## config.mk

```make
export PLATFORM = sky130hd
export DESIGN_NAME = ptrig_count_gate
export DESIGN_NICKNAME = d
export VERILOG_FILES = /design/src/rtl/ptcg_pkg.sv /design/src/rtl/gate_strobe_sel.sv /design/src/rtl/gate_latch.sv /design/src/rtl/residual_ctr.sv /design/src/rtl/ptrig_count_gate.sv
export SDC_FILE = /design/constraint.sdc
export NUM_CORES = 1
export LEC_CHECK = 0
export ABC_AREA = 1
export BUFFER_PORTS_ARGS = -buffer_cell sky130_fd_sc_hd__clkbuf_2
export CORE_ASPECT_RATIO = 2
export CORE_MARGIN = 2
export CORE_UTILIZATION = 45
export DETAILED_ROUTE_END_ITERATION = 10
export PLACE_DENSITY = 0.72
export SKIP_LAST_GASP = 1
export SLEW_MARGIN = 10
export SYNTH_ARGS = -nofsm -noshare
export SYNTH_HDL_FRONTEND = slang
export SYNTH_SLANG_ARGS = --single-unit
```

## constraint.sdc

```tcl
create_clock -name clk -period 3.16 [get_ports clk]
set_clock_uncertainty 0.05 [all_clocks]
set_input_delay 0.158 -clock clk [delete_from_list [all_inputs] [get_ports clk]]
set_output_delay 0.158 -clock clk [all_outputs]
set_load 0.02 [all_outputs]
```

## src/rtl/ptcg_pkg.sv

```systemverilog
package ptcg_pkg;

  typedef enum logic [1:0] {
    SRC_FIFO_HALF = 2'd0,
    SRC_CONVERT   = 2'd1,
    SRC_EXT_TRIG  = 2'd2
  } gate_src_e;

  // post-mode 0 -> FIFO half-full; post-mode 1 -> conversion or trigger
  function automatic gate_src_e pick_src(input logic post_sel, input logic pretrig);
    if (!post_sel)   return SRC_FIFO_HALF;
    else if (pretrig) return SRC_EXT_TRIG;
    else             return SRC_CONVERT;
  endfunction

endpackage

```

## src/rtl/gate_strobe_sel.sv

```systemverilog
module gate_strobe_sel
  import ptcg_pkg::*;
(
  input  logic      post_sel,
  input  logic      pretrig_en,
  input  logic      conv_stb,
  input  logic      fifo_half_stb,
  input  logic      ext_trig,
  output gate_src_e src,
  output logic      gate_stb
);

  always_comb begin
    src = pick_src(post_sel, pretrig_en);
    unique case (src)
      SRC_FIFO_HALF: gate_stb = fifo_half_stb;
      SRC_CONVERT:   gate_stb = conv_stb;
      SRC_EXT_TRIG:  gate_stb = ext_trig;
      default:       gate_stb = 1'b0;
    endcase
  end

endmodule

```

## src/rtl/gate_latch.sv

```systemverilog
module gate_latch (
  input  logic clk,
  input  logic rst,
  input  logic armed,
  input  logic gate_stb,
  input  logic acq_start,
  input  logic term_evt,
  output logic gate_q,
  output logic done_q
);

  always_ff @(posedge clk) begin
    if (rst) begin
      gate_q <= 1'b0;
      done_q <= 1'b0;
    end else if (acq_start) begin
      gate_q <= 1'b0;
      done_q <= 1'b0;
    end else if (term_evt) begin
      gate_q <= 1'b0;
      done_q <= 1'b1;
    end else if (!gate_q && !done_q && armed && gate_stb) begin
      gate_q <= 1'b1;
    end
  end

  // gate only opens after a cycle with armed high
  a_r5_open_needs_arm: assert property (@(posedge clk) disable iff (rst)
    $rose(gate_q) |-> $past(armed));

  // finished state blocks reopening
  a_r8_done_blocks: assert property (@(posedge clk) disable iff (rst)
    (done_q && !acq_start) |=> !gate_q);

  // new acquisition closes the gate
  a_r10_start_closes: assert property (@(posedge clk) disable iff (rst)
    acq_start |=> (!gate_q && !done_q));

endmodule

```

## src/rtl/residual_ctr.sv

```systemverilog
module residual_ctr #(
  parameter int CNT_W = 16
) (
  input  logic             clk,
  input  logic             rst,
  input  logic             gate_q,
  input  logic             armed,
  input  logic             conv_stb,
  input  logic             acq_start,
  input  logic             load_stb,
  input  logic [CNT_W-1:0] load_val,
  output logic [CNT_W-1:0] cnt_q,
  output logic             tc_q,
  output logic             term_evt
);

  localparam logic [CNT_W-1:0] ONE = CNT_W'(1);

  logic count_evt;

  always_comb begin
    count_evt = gate_q && armed && conv_stb && !acq_start;
    term_evt  = count_evt && (cnt_q <= ONE);
  end

  always_ff @(posedge clk) begin
    if (rst) begin
      cnt_q <= '0;
      tc_q  <= 1'b0;
    end else begin
      tc_q <= term_evt;
      if (count_evt) begin
        cnt_q <= (cnt_q <= ONE) ? '0 : cnt_q - ONE;
      end else if (load_stb && !gate_q) begin
        cnt_q <= load_val;
      end
    end
  end

  // one step down per counted conversion
  a_r6_step_one: assert property (@(posedge clk) disable iff (rst)
    (count_evt && cnt_q > ONE) |=> (cnt_q == $past(cnt_q) - ONE));

  // load ignored with the gate open
  a_r9_load_ignored: assert property (@(posedge clk) disable iff (rst)
    (gate_q && load_stb && !count_evt) |=> $stable(cnt_q));

  // stop is a single-cycle pulse
  a_r7_stop_pulse: assert property (@(posedge clk) disable iff (rst)
    tc_q |=> !tc_q);

endmodule

```

## src/rtl/ptrig_count_gate.sv

```systemverilog
module ptrig_count_gate
  import ptcg_pkg::*;
#(
  parameter int CNT_W = 16
) (
  input  logic             clk,
  input  logic             rst,
  input  logic             armed,
  input  logic             post_sel,
  input  logic             pretrig_en,
  input  logic             conv_stb,
  input  logic             fifo_half_stb,
  input  logic             ext_trig,
  input  logic             acq_start,
  input  logic             load_stb,
  input  logic [CNT_W-1:0] load_val,
  output logic             ctr_gate,
  output logic [CNT_W-1:0] ctr_value,
  output logic             acq_stop
);

  gate_src_e src;
  logic      gate_stb;
  logic      gate_q;
  logic      done_q;
  logic      term_evt;

  gate_strobe_sel u_sel (
    .post_sel      (post_sel),
    .pretrig_en    (pretrig_en),
    .conv_stb      (conv_stb),
    .fifo_half_stb (fifo_half_stb),
    .ext_trig      (ext_trig),
    .src           (src),
    .gate_stb      (gate_stb)
  );

  gate_latch u_latch (
    .clk       (clk),
    .rst       (rst),
    .armed     (armed),
    .gate_stb  (gate_stb),
    .acq_start (acq_start),
    .term_evt  (term_evt),
    .gate_q    (gate_q),
    .done_q    (done_q)
  );

  residual_ctr #(.CNT_W(CNT_W)) u_ctr (
    .clk       (clk),
    .rst       (rst),
    .gate_q    (gate_q),
    .armed     (armed),
    .conv_stb  (conv_stb),
    .acq_start (acq_start),
    .load_stb  (load_stb),
    .load_val  (load_val),
    .cnt_q     (ctr_value),
    .tc_q      (acq_stop),
    .term_evt  (term_evt)
  );

  assign ctr_gate = gate_q;

  // stop coincides with a closed gate
  a_r7_stop_closes: assert property (@(posedge clk) disable iff (rst)
    acq_stop |-> !ctr_gate);

  // counting frozen while disarmed
  a_r5_frozen: assert property (@(posedge clk) disable iff (rst)
    (ctr_gate && !armed) |=> $stable(ctr_value));

endmodule

```

==> results_dict.tcl <==
set metrics [dict create \
    status "finished clean" \
    vias 1425 \
    routed_wl_um 3350 \
    nNetsFinal 275 \
    drtIter0Drc 30 \
    hp-class "in2reg" \
    cts_made_buffers 3 \
    crit_required_ns 3.31 \
    power.share.sequential_pct 43.1 \
    stdcell_count 276 \
    dpl.hpwl_um 2540 \
    synthTopCellsByCount "nand2_1 (41), o21ai_0 (33), nor2_1 (30)" \
    yosys.cell_count.top_type "nand2_1" \
    synthTopCellsByArea "dfxtp_1 (28%), o21ai_0 (12%), nand2_1 (11%)" \
    gp_congestion 0.879 \
    dieArea_um2 3480 \
    synthCells 204 \
    syn-cell-area_um2 1350 \
    multiInputGateArea_um2 858 \
    grt_pass1_wl_um 5580 \
    switching_share_pct 36.1 \
    io-pin-count 44 \
    yosysTopAreaCell "dfxtp_1" \
    cap_violations 0 \
    wl_per_cell_um 12.1 \
    cts_tree "built" \
    syn_area_per_cell_um2 6.62 \
    grt_overflow 0 \
    regArea_um2 380 \
    clock_power_share_pct 26.7 \
    port_buffers 43 \
    worstPathArrival_ns 1.98 \
    synth-edff-count 0 \
    h-tree-depth 1 \
    grt_max_degree 19 \
    path_class "reg2reg" \
    fill_cells 304 \
    async_flop_share_pct 0 \
    finalSetupTns_ns 0 \
    grt_pass1_vias 1323 \
    p_int_w 0.000417 \
    core_um2 2910 \
    clock_path_buffers 2 \
    power_leakage_nw 0.749 \
    reg2reg_from "u_ctr.cnt_q[0]$_SDFFE_PP0P_" \
    synth.distinct_cells 25 \
    area_delta_synth_final_pct 19.7 \
    p_switching_w 0.000236 \
    placementRows 28 \
    path_max_fanout 13 \
    grt_setup_unrepaired "false" \
    grtUsageTotal_pct 21.2 \
    slew_headroom_pct 62.8 \
    comb_power_share_pct 30.3 \
    timing.final.crit_share_pct 57.9 \
    postCtsResizedCells 0 \
    rr_worst_depth 9 \
    reg2reg_slack_ns 1.33 \
    worstSetupStartpointType "flop" \
    hold_depth 2 \
    n_antenna_cell 0 \
    yosys_warnings 0 \
    avgViaCountPerCell 5.16 \
    die_y_um 81.5 \
    drive_gt1_share_pct 32.1 \
    clkTransAtPathRegs_ns 0.07 \
    yosysSeqAreaShare_pct 28.1 \
    finalSetupViolCount 0 \
    cts_setup_buffers 0 \
    synthFlopType "dfxtp_1" \
    slew_viol_final 0 \
    drc 0 \
    min_period_ns 1.83 \
    die_w_um 42.8 \
    numClockSinks 19 \
    hold_end "u_ctr.tc_q$_SDFF_PP0_" \
    ant_nets 0 \
    synth_nets 232 \
    worstSkewPairLatency_ns 0.26 \
    initial_utilization_pct 46.5 \
    final_util_pct 55.6 \
    synth.top_cell.area_share_pct 28.1 \
    fmax_mhz 547 \
    dr.pass1.iters 4 \
    cts-hold-fix-buffers 0 \
    cts-root-buf "clkbuf_8" \
    antenna_found_initial 0 \
    hold_violations 0 \
    vdd_drop_max_mv 0.303 \
    endpoint_kind "flop" \
    power.density_nw_per_um2 404 \
    hold_start "rst" \
    synth.ff_latch_count 19 \
    place_inst 272 \
    r2r-end "u_ctr.cnt_q[7]$_SDFFE_PP0P_" \
    worst_pin_slew_ns 0.556 \
]
[per-layer routing]
metal  share of wire [%]  track usage, %
met5                   0               0
met4                 2.1            10.0
met3                 4.4            2.64
met2                  55            40.2
met1                  39            22.4
[cell usage in the layout, fill, tap and decap left out, drive strengths merged]
cell type and instances:
o22ai 1, nand2 49, xnor2 2, inv 21
nand3 13, nor2 38, nand3b 1, xor2 2
or2 1, clkbuf 47, o21ai 33, a21oi 16
a21boi 1, ha 2, dfxtp 19
[metrics by stage]
step	total power, W	setup slack, ns	hold WS (ns)	cell area, um2
finish	0.000653	1.33	0.0380	1620
global route	0.000702	1.08	0.0343	1620
CTS	0.000660	1.32	0.0392	1620
detailed placement	0.000486	1.34	0.314	1570
global placement	0.000485	1.39	0.309	1570
floorplan	0.000426	1.52	0.180	1350
[worst max-delay path, stage by stage, from the launching register on]
cell     delay, ns
dfxtp_1       0.39
inv_1         0.10
ha_1          0.24
inv_1         0.06
nand2_1       0.04
nand2_1       0.07
nor2_2        0.06
a21oi_4       0.43
o21ai_0       0.17
a21oi_1       0.14
[registers in the layout (all words and copies together) (netlist names)]
register,count
u_ctr.tc_q,1
u_ctr.cnt_q,16
u_latch.done_q,1
u_latch.gate_q,1
[cells by family after synthesis]
kind of cell	after synthesis	synth area share, %
buffers and inverters	26	8.33
AOI/OAI and AO/OA	51	22.8
DFF	19	28.1
and+or+nand+nor	102	36.3
adders and majority gates	2	1.85
xor gates and xnor gates	4	2.59
[worst max-delay path by stage]
stage | start | to | slack (ns) | cells past startpoint
2_1_floorplan | u_ctr.cnt_q[0]$_SDFFE_PP0P_ | u_ctr.cnt_q[8]$_SDFFE_PP0P_ | 1.52 | 10
3_3_place_gp | u_ctr.cnt_q[0]$_SDFFE_PP0P_ | u_ctr.cnt_q[7]$_SDFFE_PP0P_ | 1.39 | 9
3_5_place_dp | u_ctr.cnt_q[0]$_SDFFE_PP0P_ | u_ctr.cnt_q[7]$_SDFFE_PP0P_ | 1.34 | 9
4_1_cts | u_ctr.cnt_q[0]$_SDFFE_PP0P_ | u_ctr.cnt_q[7]$_SDFFE_PP0P_ | 1.32 | 9
5_1_grt | u_ctr.cnt_q[0]$_SDFFE_PP0P_ | u_ctr.cnt_q[7]$_SDFFE_PP0P_ | 1.08 | 9
6_report | u_ctr.cnt_q[0]$_SDFFE_PP0P_ | u_ctr.cnt_q[7]$_SDFFE_PP0P_ | 1.33 | 9
[area by class of cell]
cell class                      count  share of cell area, %
Clock buffer                        4                   2.78
Inverter                           21                   5.03
Multi-Input combinational cell    159                   53.1
Sequential cell                    19                   23.5
Tap cell                           30                   2.32
Timing Repair Buffer               43                   13.3
[power by group through the flow]
stage	Combinational (W)	Sequential (W)	Clock (W)
after global placement	0.000198	0.000287	0
after CTS	0.000200	0.000281	0.000179
after detailed placement	0.000199	0.000287	0
after global routing	0.000222	0.000285	0.000195
final	0.000198	0.000281	0.000174
after floorplan	0.000123	0.000303	0
Power figures use the tool's default switching activity.
